[src/rtl/boot_pkg.sv]
package boot_pkg;

    localparam int unsigned DEF_WORD_W     = 24;
    localparam int unsigned DEF_BYTE_W     = 8;
    localparam int unsigned DEF_SLOT_BYTES = 4;
    localparam int unsigned DEF_WORDS      = 1024;
    localparam int unsigned DEF_PAGES      = 8;
    localparam int unsigned DEF_WAIT_CYC   = 2;

    typedef enum logic [1:0] {
        LD_IDLE  = 2'd0,
        LD_FETCH = 2'd1,
        LD_WRITE = 2'd2,
        LD_DONE  = 2'd3
    } ld_state_e;

    function automatic int unsigned lanes_of(input int unsigned word_w,
                                             input int unsigned byte_w);
        return (word_w + byte_w - 1) / byte_w;
    endfunction

endpackage

[src/rtl/ld_wait_timer.sv]
module ld_wait_timer #(
    parameter int unsigned WAIT_CYC = boot_pkg::DEF_WAIT_CYC,
    localparam int unsigned CW = $clog2(WAIT_CYC + 2)
) (
    input  logic clk,
    input  logic rst,
    input  logic run,
    output logic expired
);
    logic [CW-1:0] cnt;

    assign expired = run && (cnt == CW'(WAIT_CYC));

    always_ff @(posedge clk) begin
        if (rst) begin
            cnt <= '0;
        end else if (run && !expired) begin
            cnt <= cnt + 1'b1;
        end else begin
            cnt <= '0;
        end
    end
endmodule

[src/rtl/ld_sequencer.sv]
module ld_sequencer #(
    parameter int unsigned WORDS  = boot_pkg::DEF_WORDS,
    parameter int unsigned PAGES  = boot_pkg::DEF_PAGES,
    parameter int unsigned SLOT_BYTES = boot_pkg::DEF_SLOT_BYTES,
    parameter int unsigned LANES  = 3,
    localparam int unsigned WIDX_W = $clog2(WORDS),
    localparam int unsigned PAGE_W = $clog2(PAGES),
    localparam int unsigned BIDX_W = $clog2(SLOT_BYTES),
    localparam int unsigned ROM_AW = PAGE_W + WIDX_W + BIDX_W
) (
    input  logic              clk,
    input  logic              rst,
    input  logic              start,
    input  logic [PAGE_W-1:0] page,
    input  logic              expired,
    output logic              fetching,
    output logic              capture,
    output logic [BIDX_W-1:0] lane,
    output logic [ROM_AW-1:0] rom_addr,
    output logic              write,
    output logic [WIDX_W-1:0] word_idx,
    output logic              done,
    output logic              busy
);
    import boot_pkg::*;

    ld_state_e         state;
    logic [PAGE_W-1:0] page_q;
    logic              last_lane;
    logic              last_word;

    assign fetching  = (state == LD_FETCH);
    assign write     = (state == LD_WRITE);
    assign done      = (state == LD_DONE);
    assign busy      = (state != LD_IDLE);
    assign capture   = fetching && expired;
    assign last_lane = (lane == BIDX_W'(LANES - 1));
    assign last_word = (word_idx == WIDX_W'(WORDS - 1));
    assign rom_addr  = {page_q, word_idx, lane};

    always_ff @(posedge clk) begin
        if (rst) begin
            state    <= LD_IDLE;
            page_q   <= '0;
            word_idx <= '0;
            lane     <= '0;
        end else begin
            unique case (state)
                LD_IDLE: begin
                    if (start) begin
                        page_q   <= page;
                        word_idx <= '0;
                        lane     <= '0;
                        state    <= LD_FETCH;
                    end
                end
                LD_FETCH: begin
                    if (expired) begin
                        if (last_lane) begin
                            lane  <= '0;
                            state <= LD_WRITE;
                        end else begin
                            lane <= lane + 1'b1;
                        end
                    end
                end
                LD_WRITE: begin
                    if (last_word) begin
                        state <= LD_DONE;
                    end else begin
                        word_idx <= word_idx + 1'b1;
                        state    <= LD_FETCH;
                    end
                end
                LD_DONE: begin
                    state <= LD_IDLE;
                end
                default: state <= LD_IDLE;
            endcase
        end
    end
endmodule

[src/rtl/ld_word_packer.sv]
module ld_word_packer #(
    parameter int unsigned BYTE_W = boot_pkg::DEF_BYTE_W,
    parameter int unsigned LANES  = 3,
    parameter int unsigned BIDX_W = 2,
    localparam int unsigned WORD_W = BYTE_W * LANES
) (
    input  logic              clk,
    input  logic              rst,
    input  logic              capture,
    input  logic [BIDX_W-1:0] lane,
    input  logic [BYTE_W-1:0] byte_in,
    output logic [WORD_W-1:0] word
);
    for (genvar g = 0; g < LANES; g++) begin : g_lane
        localparam int unsigned HI = WORD_W - 1 - g * BYTE_W;
        always_ff @(posedge clk) begin
            if (rst) begin
                word[HI -: BYTE_W] <= '0;
            end else if (capture && lane == BIDX_W'(g)) begin
                word[HI -: BYTE_W] <= byte_in;
            end
        end
    end
endmodule

[src/rtl/boot_pager.sv]
module boot_pager #(
    parameter int unsigned WORD_W     = boot_pkg::DEF_WORD_W,
    parameter int unsigned BYTE_W     = boot_pkg::DEF_BYTE_W,
    parameter int unsigned SLOT_BYTES = boot_pkg::DEF_SLOT_BYTES,
    parameter int unsigned WORDS      = boot_pkg::DEF_WORDS,
    parameter int unsigned PAGES      = boot_pkg::DEF_PAGES,
    parameter int unsigned WAIT_CYC   = boot_pkg::DEF_WAIT_CYC,
    localparam int unsigned LANES  = boot_pkg::lanes_of(WORD_W, BYTE_W),
    localparam int unsigned WIDX_W = $clog2(WORDS),
    localparam int unsigned PAGE_W = $clog2(PAGES),
    localparam int unsigned BIDX_W = $clog2(SLOT_BYTES),
    localparam int unsigned ROM_AW = PAGE_W + WIDX_W + BIDX_W
) (
    input  logic              clk,
    input  logic              rst,
    input  logic              start_i,
    input  logic [PAGE_W-1:0] page_i,
    output logic              rom_rd_o,
    output logic [ROM_AW-1:0] rom_addr_o,
    input  logic [BYTE_W-1:0] rom_data_i,
    output logic              ram_we_o,
    output logic [WIDX_W-1:0] ram_addr_o,
    output logic [WORD_W-1:0] ram_wdata_o,
    output logic              busy_o,
    output logic              done_o
);
    logic              fetching;
    logic              expired;
    logic              capture;
    logic [BIDX_W-1:0] lane;

    ld_wait_timer #(.WAIT_CYC(WAIT_CYC)) u_timer (
        .clk     (clk),
        .rst     (rst),
        .run     (fetching),
        .expired (expired)
    );

    ld_sequencer #(
        .WORDS      (WORDS),
        .PAGES      (PAGES),
        .SLOT_BYTES (SLOT_BYTES),
        .LANES      (LANES)
    ) u_seq (
        .clk      (clk),
        .rst      (rst),
        .start    (start_i),
        .page     (page_i),
        .expired  (expired),
        .fetching (fetching),
        .capture  (capture),
        .lane     (lane),
        .rom_addr (rom_addr_o),
        .write    (ram_we_o),
        .word_idx (ram_addr_o),
        .done     (done_o),
        .busy     (busy_o)
    );

    ld_word_packer #(
        .BYTE_W (BYTE_W),
        .LANES  (LANES),
        .BIDX_W (BIDX_W)
    ) u_pack (
        .clk     (clk),
        .rst     (rst),
        .capture (capture),
        .lane    (lane),
        .byte_in (rom_data_i),
        .word    (ram_wdata_o)
    );

    assign rom_rd_o = fetching;
endmodule

[config.mk]
export PLATFORM = sky130hd
export DESIGN_NAME = boot_pager
export DESIGN_NICKNAME = d
export VERILOG_FILES = /design/src/rtl/boot_pkg.sv /design/src/rtl/ld_wait_timer.sv /design/src/rtl/ld_sequencer.sv /design/src/rtl/ld_word_packer.sv /design/src/rtl/boot_pager.sv
export SDC_FILE = /design/constraint.sdc
export NUM_CORES = 1
export LEC_CHECK = 0
export BUFFER_PORTS_ARGS = -buffer_cell sky130_fd_sc_hd__buf_2
export CORE_UTILIZATION = 53
export DETAILED_ROUTE_END_ITERATION = 16
export PLACE_DENSITY = 0.84
export SYNTH_ARGS = -nofsm -noshare
export SYNTH_HDL_FRONTEND = slang
export SYNTH_SLANG_ARGS = --single-unit
[constraint.sdc]
create_clock -name clk -period 2.7 [get_ports clk]
set_clock_uncertainty 0.1 [all_clocks]
set_input_delay 0.135 -clock clk [delete_from_list [all_inputs] [get_ports clk]]
set_output_delay 0.135 -clock clk [all_outputs]
set_load 0.01 [all_outputs]
==> results of run 1 <==
==> logic make-up (layout without fill, tap and decap cells) <==
| family | Yosys count | in the layout |
|---|---|---|
| flops | 43 | 43 |
| mux | 24 | 24 |
| fa+ha+maj | 2 | 2 |
| simple gates | 73 | 73 |
| buf+inv | 23 | 91 |
| compound gates | 27 | 27 |
| xor+xnor | 3 | 3 |
==> routing by layer <==
layer  vias up  GRT usage (%)  wire (µm)
li1        801              -          -
met1       742           28.2       1760
met2        53           37.9       1870
met3         6           8.19        252
met4         0           7.62         53
met5         -              0          0
==> power groups by stage <==
stage	sequential (µW)	clock, µW	combinational [µW]
6_report	645	398	73.0
5_1_grt	646	432	80.2
4_1_cts	645	405	72.6
3_5_place_dp	659	0	59.1
3_3_place_gp	658	0	58.4
2_1_floorplan	660	0	33.5
==> placed cells by master, fill, tap and decap left out, types with 2 or more instances in the layout <==
cell	instances
buf_2	66
dfxtp_1	43
nor2_1	35
mux2i_1	24
nand2_1	14
dlygate4sd3_1	12
a21oi_1	10
inv_1	5
nand3_1	5
clkbuf_4	5
xnor2_1	3
nor4_1	3
nand2b_1	2
nand4b_1	2
o21ai_0	2
a31oi_1	2
ha_1	2
==> how the worst min path moves through the flow <==
stage	cells after the start	to	startpoint
2_1_floorplan	2	u_seq.page_q[0]$_SDFFE_PP0P_	page_i[0]
3_3_place_gp	3	u_seq.page_q[1]$_SDFFE_PP0P_	page_i[1]
3_5_place_dp	3	u_seq.page_q[1]$_SDFFE_PP0P_	page_i[1]
4_1_cts	2	u_pack.word[11]$_SDFFE_PP0P_	rst
5_1_grt	2	u_pack.word[12]$_SDFFE_PP0P_	rst
6_report	2	u_pack.word[2]$_SDFFE_PP0P_	rst
==> cell type report <==
class	count	area [µm²]	area share, %
clock buffers	5	37.5	1.60
clock inverters	2	37.5	1.60
inverters	5	18.8	0.802
multi-input cells	129	870	37.2
flip-flops and latches	43	861	36.8
well taps	46	57.6	2.46
repair buffers	79	458	19.6
==> registers in the layout, summed over array words and instances, names as in the netlist <==
| name | flops |
|---|---|
| u_seq.word_idx | 10 |
| u_seq.page_q | 3 |
| u_seq.state | 2 |
| u_seq.lane | 2 |
| u_pack.word | 24 |
| u_timer.cnt | 2 |
==> metrics by stage <==
stage / total power (µW) / instances / area (µm²) / util (%) / hold WS, ps
2_1_floorplan: 694 / 195 / 1880 / - / 171
3_3_place_gp: 717 / 290 / 2140 / 63.8 / 277
3_5_place_dp: 718 / 290 / 2140 / 63.8 / 281
4_1_cts: 1120 / 309 / 2340 / 69.6 / 198
5_1_grt: 1160 / 309 / 2340 / 69.6 / 216
6_report: 1120 / 309 / 2340 / 69.6 / 194
==> worst max-delay path, delay by kind of cell (launching register included) <==
kind | cells | cell delay [ps]
flip-flops | 1 | 450
multiplexers | 1 | 270
AND/OR/NAND/NOR | 3 | 1010
==> timing repair <==
item,CTS,global route
hold buffers,12,0
hold endpoints to repair,28,0
buffers inserted,0,0
==> results.yml, run 1 <==
worst_setup_path:
  crit_required_ps: 2830
  arrival_ps: 2080
  path_class: "reg2reg"
  path_max_fanout: 9
  crit_path_end_kind: "flip-flop"
  reg2reg_slack_ps: 750
  worstPathCellList: "nand2b_1 > nor4b_4 > mux2i_1 > nor2_1"
  r2r_cells: 4
  timing.rr.end: "u_pack.word[20]$_SDFFE_PP0P_"
  start_kind: "flip-flop"
  cpMaxStageDelayCell: "nor4b_4"
  cp_slowest_stage_delay_ps: 740
  cp-startpoint: "u_seq.state[0]$_SDFFE_PP0P_"
  critPathCapture: "u_pack.word[20]$_SDFFE_PP0P_"
  timing.rr.start: "u_seq.state[0]$_SDFFE_PP0P_"
global_routing:
  gr-usage-all-layers_pct: 23.1
  grt_start_max_net_pins: 42
  overflow: 0
  grt_pass1_wl_mm: 6.37
  first_global_vias: 1418
  antenna_found_initial: 0
synthesis:
  yosys.cell_count.top_type: "dfxtp_1"
  async_flop_share_pct: 0
  synth_cell_types: 43
  syn_area_per_cell_um2: 9.62
  synth_commonest_cells: "43 x dfxtp_1, 35 x nor2_1, 24 x mux2i_1, 14 x nand2_1, 11 x buf_4"
  ys_warn_count: 0
  synth_top_family_by_area: "simple AND/OR/NAND/NOR gates"
  yosys-top-cells-area: "dfxtp_1 46%, mux2i_1 13%, nor2_1 7.0%"
  ys_ff_latch: 43
  synth_cells: 195
  synth_mux_area_share_pct: 12.8
  synth_area_leader_cell: "dfxtp_1"
  synth_edf_count: 0
  synthXorXnorAreaFrac_pct: 1.40
  synth_top_area_share_pct: 45.9
  synth-main-ff-cell: "dfxtp_1"
  synth-simple-area-share_pct: 20.0
  synth_compound_area_share_pct: 10.8
  synthAdderAreaFrac_pct: 1.33
  seq_area_frac_synth_pct: 45.9
  syn_area_mm2: 0.00188
  synth_nets: 211
pwr:
  power.net_switching_uw: 251
  p_leak_uw: 0.00112
  comb_power_share_pct: 6.5
  swShare_pct: 22.5
  clockPowerShare_pct: 35.6
  powerDensity_mw_per_mm2: 477
  pwr-share-seq_pct: 57.8
  peakVddDrop_v: 0.000349
  p_int_uw: 864
routing:
  vias: 1602
  vias_per_cell: 5.18
  drt-total-wl_mm: 3.93
  drc: 0
  drt-pass1-iter-count: 4
  avgRoutedWirePerCell_um: 12.7
  drt-initial-drc-count: 90
  ant_nets: 0
cts:
  worstSkewPairLatency_ps: 350
  cts_resized: 0
  cts_root_buf: "clkbuf_4"
  htreeDepth: 2
  numCtsBuffers: 5
  cts.clk_slew.worst_paths_ps: 130
  tritoncts: "done"
  clk_path_buf_depth: 2
  clock-sinks: 43
sta:
  hold_viol_final: 0
  relSlewSlack_pct: 48.1
  fmax_mhz: 512
  period_share_pct: 72.4
  finalWorstSetupSlack_ps: 746
  finalSetupViolations: 0
  finalSetupTns_ps: 0
  worst_slew_pin_slew_ps: 776
  grt_setup_unrepaired: "no"
  maxSlewViolCount: 0
  fin_crit_ps: 1950
placement:
  pre_cts_slack_ps: 743
  dp_hpwl_mm: 2.64
  gp_congestion: 0.746
  io_buffers: 66
die:
  die_height_um: 61.5
  rows: 21
  pin_count: 67
  initial_core_util_pct: 55.8
  die_area_mm2: 0.00378
  core_mm2: 0.00336
  die_w_um: 61.5
final_layout:
  num-nets-final: 279
  nFillCells: 306
  antenna_cells: 0
  syn2layout_area_growth_pct: 24.7
  final_layout_size_suffix_gt1_share_pct: 31.9
min_path:
  hold_path_class: "in2reg"
status:
  status: "complete, no violations"
run:
  maxCapViolations: 0
Note: power is estimated with default switching activity, not from simulation.
==> inputs of run 2 (changes only) <==
ABC_AREA = 1   (was unset)
CORE_UTILIZATION = 49   (was 53)
PLACE_DENSITY = 0.78   (was 0.84)
clock period = 1.8 ns   (was 2.7 ns; I/O delays follow)
==> run 2 against run 1 <==
  * Global-route usage down 0.92 points
  * Via count rose by 17%
  * Final area up 6.1%
  * Hold slack got worse by 180 ps
  * Core utilization shrank 2.7 points
  * Register-to-register slack got worse by 560 ps
  * Sequential cell count did not move
  * Synthesized cell count is 31% higher
  * Critical endpoint is now u_seq.word_idx[1]$_SDFFE_PP0P_
==> results.yml, run 2 <==
cts:
  numCtsBuffers: 5
  cts_root_buf: "clkbuf_8"
  cts.clk_slew.worst_paths_ps: 90
  worstSkewPairLatency_ps: 300
  htreeDepth: 2
  clock-sinks: 43
  postCtsSetupBuffers: 0
  tritoncts: "done"
  clk_path_buf_depth: 2
final_layout:
  num-nets-final: 344
  final_common_cell: "nor2_1"
  regMostFlops: "u_pack.word"
  final_layout_size_suffix_gt1_share_pct: 30.7
  layout_common_cells: "72 x nor2_1, 66 x buf_2, 43 x dfxtp_1, 28 x o21ai_0, 27 x nand2_1"
  antenna_cells: 0
  top_regs: "u_pack.word x24, u_seq.word_idx x10, u_seq.page_q x3"
  syn2layout_area_growth_pct: 28.7
  final_core_util_pct: 66.8
  largest_reg_flops: 24
worst_setup_path:
  r2r_cells: 8
  path_max_fanout: 9
  start_kind: "flip-flop"
  cpMaxStageDelayCell: "dfxtp_1"
  cp_top_family: "simple AND/OR/NAND/NOR gates"
  crit_top_cell: "nand2_4"
  cp-startpoint: "u_seq.word_idx[1]$_SDFFE_PP0P_"
  path_class: "reg2reg"
  crit_path_end_kind: "flip-flop"
  cp_slowest_stage_delay_ps: 390
  crit_cells: 8
  arrival_ps: 1700
  timing.rr.start: "u_seq.word_idx[1]$_SDFFE_PP0P_"
  crit_required_ps: 1890
  critPathBufInv: 0
  worstPathCellList: "ha_1 > nand2_1 > nor2_4 > nand3_2 > nand2_4 > nand2_4 > o21ai_0 > nor2_1"
synthesis:
  synth_edf_count: 0
  synth_cells: 256
  synth_commonest_cells: "72 x nor2_1, 43 x dfxtp_1, 28 x o21ai_0, 27 x nand2_1"
  async_flop_share_pct: 0
  synth_top_area_share_pct: 44.6
  synth-main-ff-cell: "dfxtp_1"
  ys_warn_count: 0
  synth_cell_types: 31
  yosys.cell_count.top_type: "nor2_1"
  synth_area_leader_cell: "dfxtp_1"
  ys_ff_latch: 43
  seq_area_frac_synth_pct: 44.6
  syn_area_per_cell_um2: 7.54
  syn_area_mm2: 0.00193
  yosys-top-cells-area: "dfxtp_1 45%, nor2_1 14%, o21ai_0 7.3%"
  synth_nets: 272
pwr:
  comb_power_share_pct: 10.4
  peakVddDrop_v: 0.000503
  powerDensity_mw_per_mm2: 847
  swShare_pct: 23.4
  power.net_switching_uw: 492
  p_leak_uw: 0.00122
  clockPowerShare_pct: 42.5
  pwr-share-seq_pct: 47.1
  p_int_uw: 1610
sta:
  period_share_pct: 89.5
  finalWorstSetupSlack_ps: 190
  grt_setup_unrepaired: "no"
  fin_crit_ps: 1610
  worst_slew_pin_slew_ps: 408
  finalSetupViolations: 0
  finalSetupTns_ps: 0
  relSlewSlack_pct: 72.7
  fmax_mhz: 621
  hold_viol_final: 0
  maxSlewViolCount: 0
die:
  initial_core_util_pct: 51.9
  die_height_um: 64.8
  rows: 22
  core_mm2: 0.00372
  die_area_mm2: 0.00419
  pin_count: 67
  die_w_um: 64.8
placement:
  pre_cts_slack_ps: 157
  io_buffers: 66
  gp_congestion: 0.813
  dp_hpwl_mm: 3.03
global_routing:
  grt_start_max_net_pins: 31
  overflow: 0
  antenna_found_initial: 0
  first_global_vias: 1587
  gr-usage-all-layers_pct: 22.2
  grt_pass1_wl_mm: 7.21
min_path:
  worstHoldStart: "rst"
  hold_path_depth: 2
  hold_path_class: "in2reg"
routing:
  drt-pass1-iter-count: 4
  drc: 0
  drt-total-wl_mm: 4.52
  avgRoutedWirePerCell_um: 12.0
  drt-initial-drc-count: 129
  vias_per_cell: 4.98
  ant_nets: 0
  vias: 1879
run:
  maxCapViolations: 0
status:
  status: "complete, no violations"
==> run 2: path summary, 6_finish.rpt <==
check | slack, ps | endpoint
hold reg to reg | 320 | u_timer.cnt[0]$_SDFF_PP0_
hold / removal | 10 | u_seq.word_idx[3]$_SDFFE_PP0P_
setup / recovery | 190 | u_seq.word_idx[1]$_SDFFE_PP0P_
setup reg to reg | 190 | u_seq.word_idx[1]$_SDFFE_PP0P_
==> run 2: layer usage <==
metal | track usage (%) | vias up | routed length [µm]
li1 | - | 951 | -
met1 | 29.4 | 847 | 2060
met2 | 34.5 | 71 | 2080
met3 | 4.75 | 10 | 281
met4 | 9.44 | 0 | 89
met5 | 0 | - | 0
==> run 2: cell families (layout without fill, tap and decap cells) <==
group           Yosys count  count (layout)  synth area share, %
xor+xnor                  1               1                0.454
simple gates            129             129                 30.8
buf+inv                  37             110                 10.5
fa+ha+maj                 2               2                 1.30
compound gates           44              44                 12.3
flops                    43              43                 44.6
==> run 2: area by class of cell <==
cell class / instances / area (µm²)
clock inverter: 3 / 67.6
fill: 322 / 1230
sequential: 43 / 861
inverter: 21 / 80.1
clock buffer: 5 / 68.8
multi-input combinational: 176 / 876
tap: 48 / 60.1
timing repair buffer: 81 / 470
==> run 2: power by group through the flow <==
stage                     Sequential [µW]  Combinational (µW)  Clock [µW]
final                                 991                 219         894
after global placement               1010                 194           0
after floorplan                      1020                 135           0
after global routing                  994                 245         945
after detailed placement             1010                 196           0
after CTS                             990                 216         907
==> run 2: what timing repair did <==
action | 4_1_cts | 5_1_grt
endpoints found under the hold margin | 22 | 0
resized for setup | 0 | 2
setup endpoints to repair | 0 | 2
hold buffers | 11 | 0
==> run 2: stage by stage <==
stage	instance area (µm²)	instances	power, µW	hold slack, ps
detailed placement	2230	358	1210	232
floorplan	1930	256	1150	125
CTS	2470	377	2110	13.9
global placement	2230	358	1210	222
finish	2480	377	2100	10.8
global route	2480	377	2180	21.8
==> inputs of run 3 (changes only) <==
CORE_UTILIZATION = 25   (was 49)
GPL_ROUTABILITY_DRIVEN = 1   (was unset)
PLACE_DENSITY = unset   (was 0.78)
==> run 3 against run 2 <==
  * Routed wire length up 6.5%
  * Largest cell class unchanged
  * Combinational power hardly changed
  * Fmax is 1.5% higher
  * Register-to-register slack better by 20 ps
  * Critical endpoint unchanged
  * Clock power shrank 32%
  * Count of clock-buffer cells in the layout is 1 higher
==> results.yml, run 3 (same netlist as run 2, synthesis figures left out) <==
final_layout:
  final_common_cell: "nor2_1"
  finalNonFillerCells: 424
  final_layout_size_suffix_gt1_share_pct: 31.1
  layout_common_cells: "72 x nor2_1, 66 x buf_2, 42 x dfxtp_1, 28 x o21ai_0, 27 x nand2_1"
  top_regs: "u_pack.word x24, u_seq.word_idx x10, u_seq.page_q x3"
  final_area_mm2: 0.00246
  num-nets-final: 340
  largest_reg_flops: 24
  antenna_cells: 0
  nFillCells: 838
  syn2layout_area_growth_pct: 27.8
  final_core_util_pct: 33.4
  regMostFlops: "u_pack.word"
die:
  die_height_um: 89.9
  pin_count: 67
  rows: 31
  die_area_mm2: 0.00807
  die_w_um: 89.9
  core_mm2: 0.00737
  initial_core_util_pct: 26.2
worst_setup_path:
  r2r_cells: 8
  crit_required_ps: 1880
  timing.rr.start: "u_seq.word_idx[1]$_SDFFE_PP0P_"
  crit_top_cell: "nand2_4"
  timing.rr.end: "u_seq.word_idx[1]$_SDFFE_PP0P_"
  critPathBufInv: 0
  path_class: "reg2reg"
  cp_top_family: "simple AND/OR/NAND/NOR gates"
  start_kind: "flip-flop"
  cp_slowest_stage_delay_ps: 370
  cpMaxStageDelayCell: "dfxtp_2"
  crit_path_end_kind: "flip-flop"
  cp-startpoint: "u_seq.word_idx[1]$_SDFFE_PP0P_"
  crit_cells: 8
  arrival_ps: 1670
  critPathCapture: "u_seq.word_idx[1]$_SDFFE_PP0P_"
  path_max_fanout: 9
  worstPathCellList: "ha_1 > nand2_1 > nor2_2 > nand3_2 > nand2_4 > nand2_4 > o21ai_0 > nor2_1"
  reg2reg_slack_ps: 210
routing:
  drt-initial-drc-count: 68
  drt-total-wl_mm: 4.81
  avgRoutedWirePerCell_um: 11.3
  drt-pass1-iter-count: 4
  vias_per_cell: 4.26
  drc: 0
  vias: 1808
  ant_nets: 0
pwr:
  power.net_switching_uw: 487
  peakVddDrop_v: 0.000318
  p_leak_uw: 0.00118
  p_int_uw: 1330
  pwr-share-seq_pct: 54.5
  swShare_pct: 26.8
  comb_power_share_pct: 12.1
  powerDensity_mw_per_mm2: 737
  clockPowerShare_pct: 33.3
sta:
  finalSetupTns_ps: 0
  worst_slew_pin_slew_ps: 431
  hold_viol_final: 0
  grt_setup_unrepaired: "no"
  fmax_mhz: 630
  finalSetupViolations: 0
  maxSlewViolCount: 0
  fin_crit_ps: 1590
  whs_ps: 10.8
  period_share_pct: 88.2
  relSlewSlack_pct: 71.3
global_routing:
  grt_pass1_wl_mm: 7.97
  first_global_vias: 1598
  overflow: 0
  antenna_found_initial: 0
  gr-usage-all-layers_pct: 12.2
  grt_start_max_net_pins: 25
cts:
  postCtsSetupBuffers: 0
  clock-sinks: 43
  htreeDepth: 2
  cts.clk_slew.worst_paths_ps: 90
  tritoncts: "done"
  clk_path_buf_depth: 2
  worstSkewPairLatency_ps: 290
  numCtsBuffers: 5
  cts_root_buf: "clkbuf_8"
min_path:
  hold_path_class: "in2reg"
  worstHoldStart: "rom_data_i[6]"
placement:
  dp_hpwl_mm: 3.61
  gp_congestion: 0.799
  dp.cells: 409
  place_area_mm2: 0.00230
  io_buffers: 66
run:
  maxCapViolations: 0
status:
  status: "complete, no violations"
==> run 3: worst min path at each step <==
| stage | endpoint | depth (start not counted) |
|---|---|---|
| 2_1_floorplan | u_seq.page_q[0]$_SDFFE_PP0P_ | 2 |
| 3_3_place_gp | u_seq.page_q[0]$_SDFFE_PP0P_ | 3 |
| 3_5_place_dp | u_seq.page_q[0]$_SDFFE_PP0P_ | 3 |
| 4_1_cts | u_pack.word[14]$_SDFFE_PP0P_ | 3 |
| 5_1_grt | u_seq.word_idx[0]$_SDFFE_PP0P_ | 2 |
| 6_report | u_pack.word[14]$_SDFFE_PP0P_ | 3 |
==> run 3: routing by layer <==
metal	up-vias	part of all wire (%)	track usage, %
met5	-	0	0
met4	0	1.9	4.17
met3	6	3.2	3.30
met2	34	46	19.9
met1	826	49	15.5
li1	942	-	-
==> run 3: tightest hold or removal path: stages <==
cell,delay (ps)
buf_2,110
o21ai_0,80
nor2_1,80
==> run 3: power groups by stage <==
stage / clock, µW / combinational [µW] / sequential, µW
2_1_floorplan: 0 / 135 / 1020
3_3_place_gp: 0 / 208 / 1010
3_5_place_dp: 0 / 210 / 1010
4_1_cts: 640 / 223 / 991
5_1_grt: 683 / 245 / 996
6_report: 606 / 220 / 991
==> run 3: final cells by class <==
| cell class | instances | area, µm² | share of cell area [%] |
|---|---|---|---|
| Clock inverter | 2 | 12.5 | 0.508 |
| Timing Repair Buffer | 77 | 443 | 18.0 |
| Sequential cell | 43 | 862 | 35.0 |
| Clock buffer | 6 | 72.6 | 2.94 |
| Inverter | 21 | 80.1 | 3.25 |
| Tap cell | 99 | 124 | 5.03 |
| Multi-Input combinational cell | 176 | 871 | 35.3 |
==> run 3: repair_timing <==
item                                    CTS  global route
hold buffers                              7             0
endpoints found under the setup margin    0             3
endpoints found under the hold margin    13             0
gates resized for setup                   0             2
==> run 3: metrics by stage <==
stage	setup slack, ps	total power (µW)
after floorplan	221	1150
after global placement	224	1220
after detailed placement	132	1220
after CTS	115	1850
after global routing	8.94	1920
final	213	1820
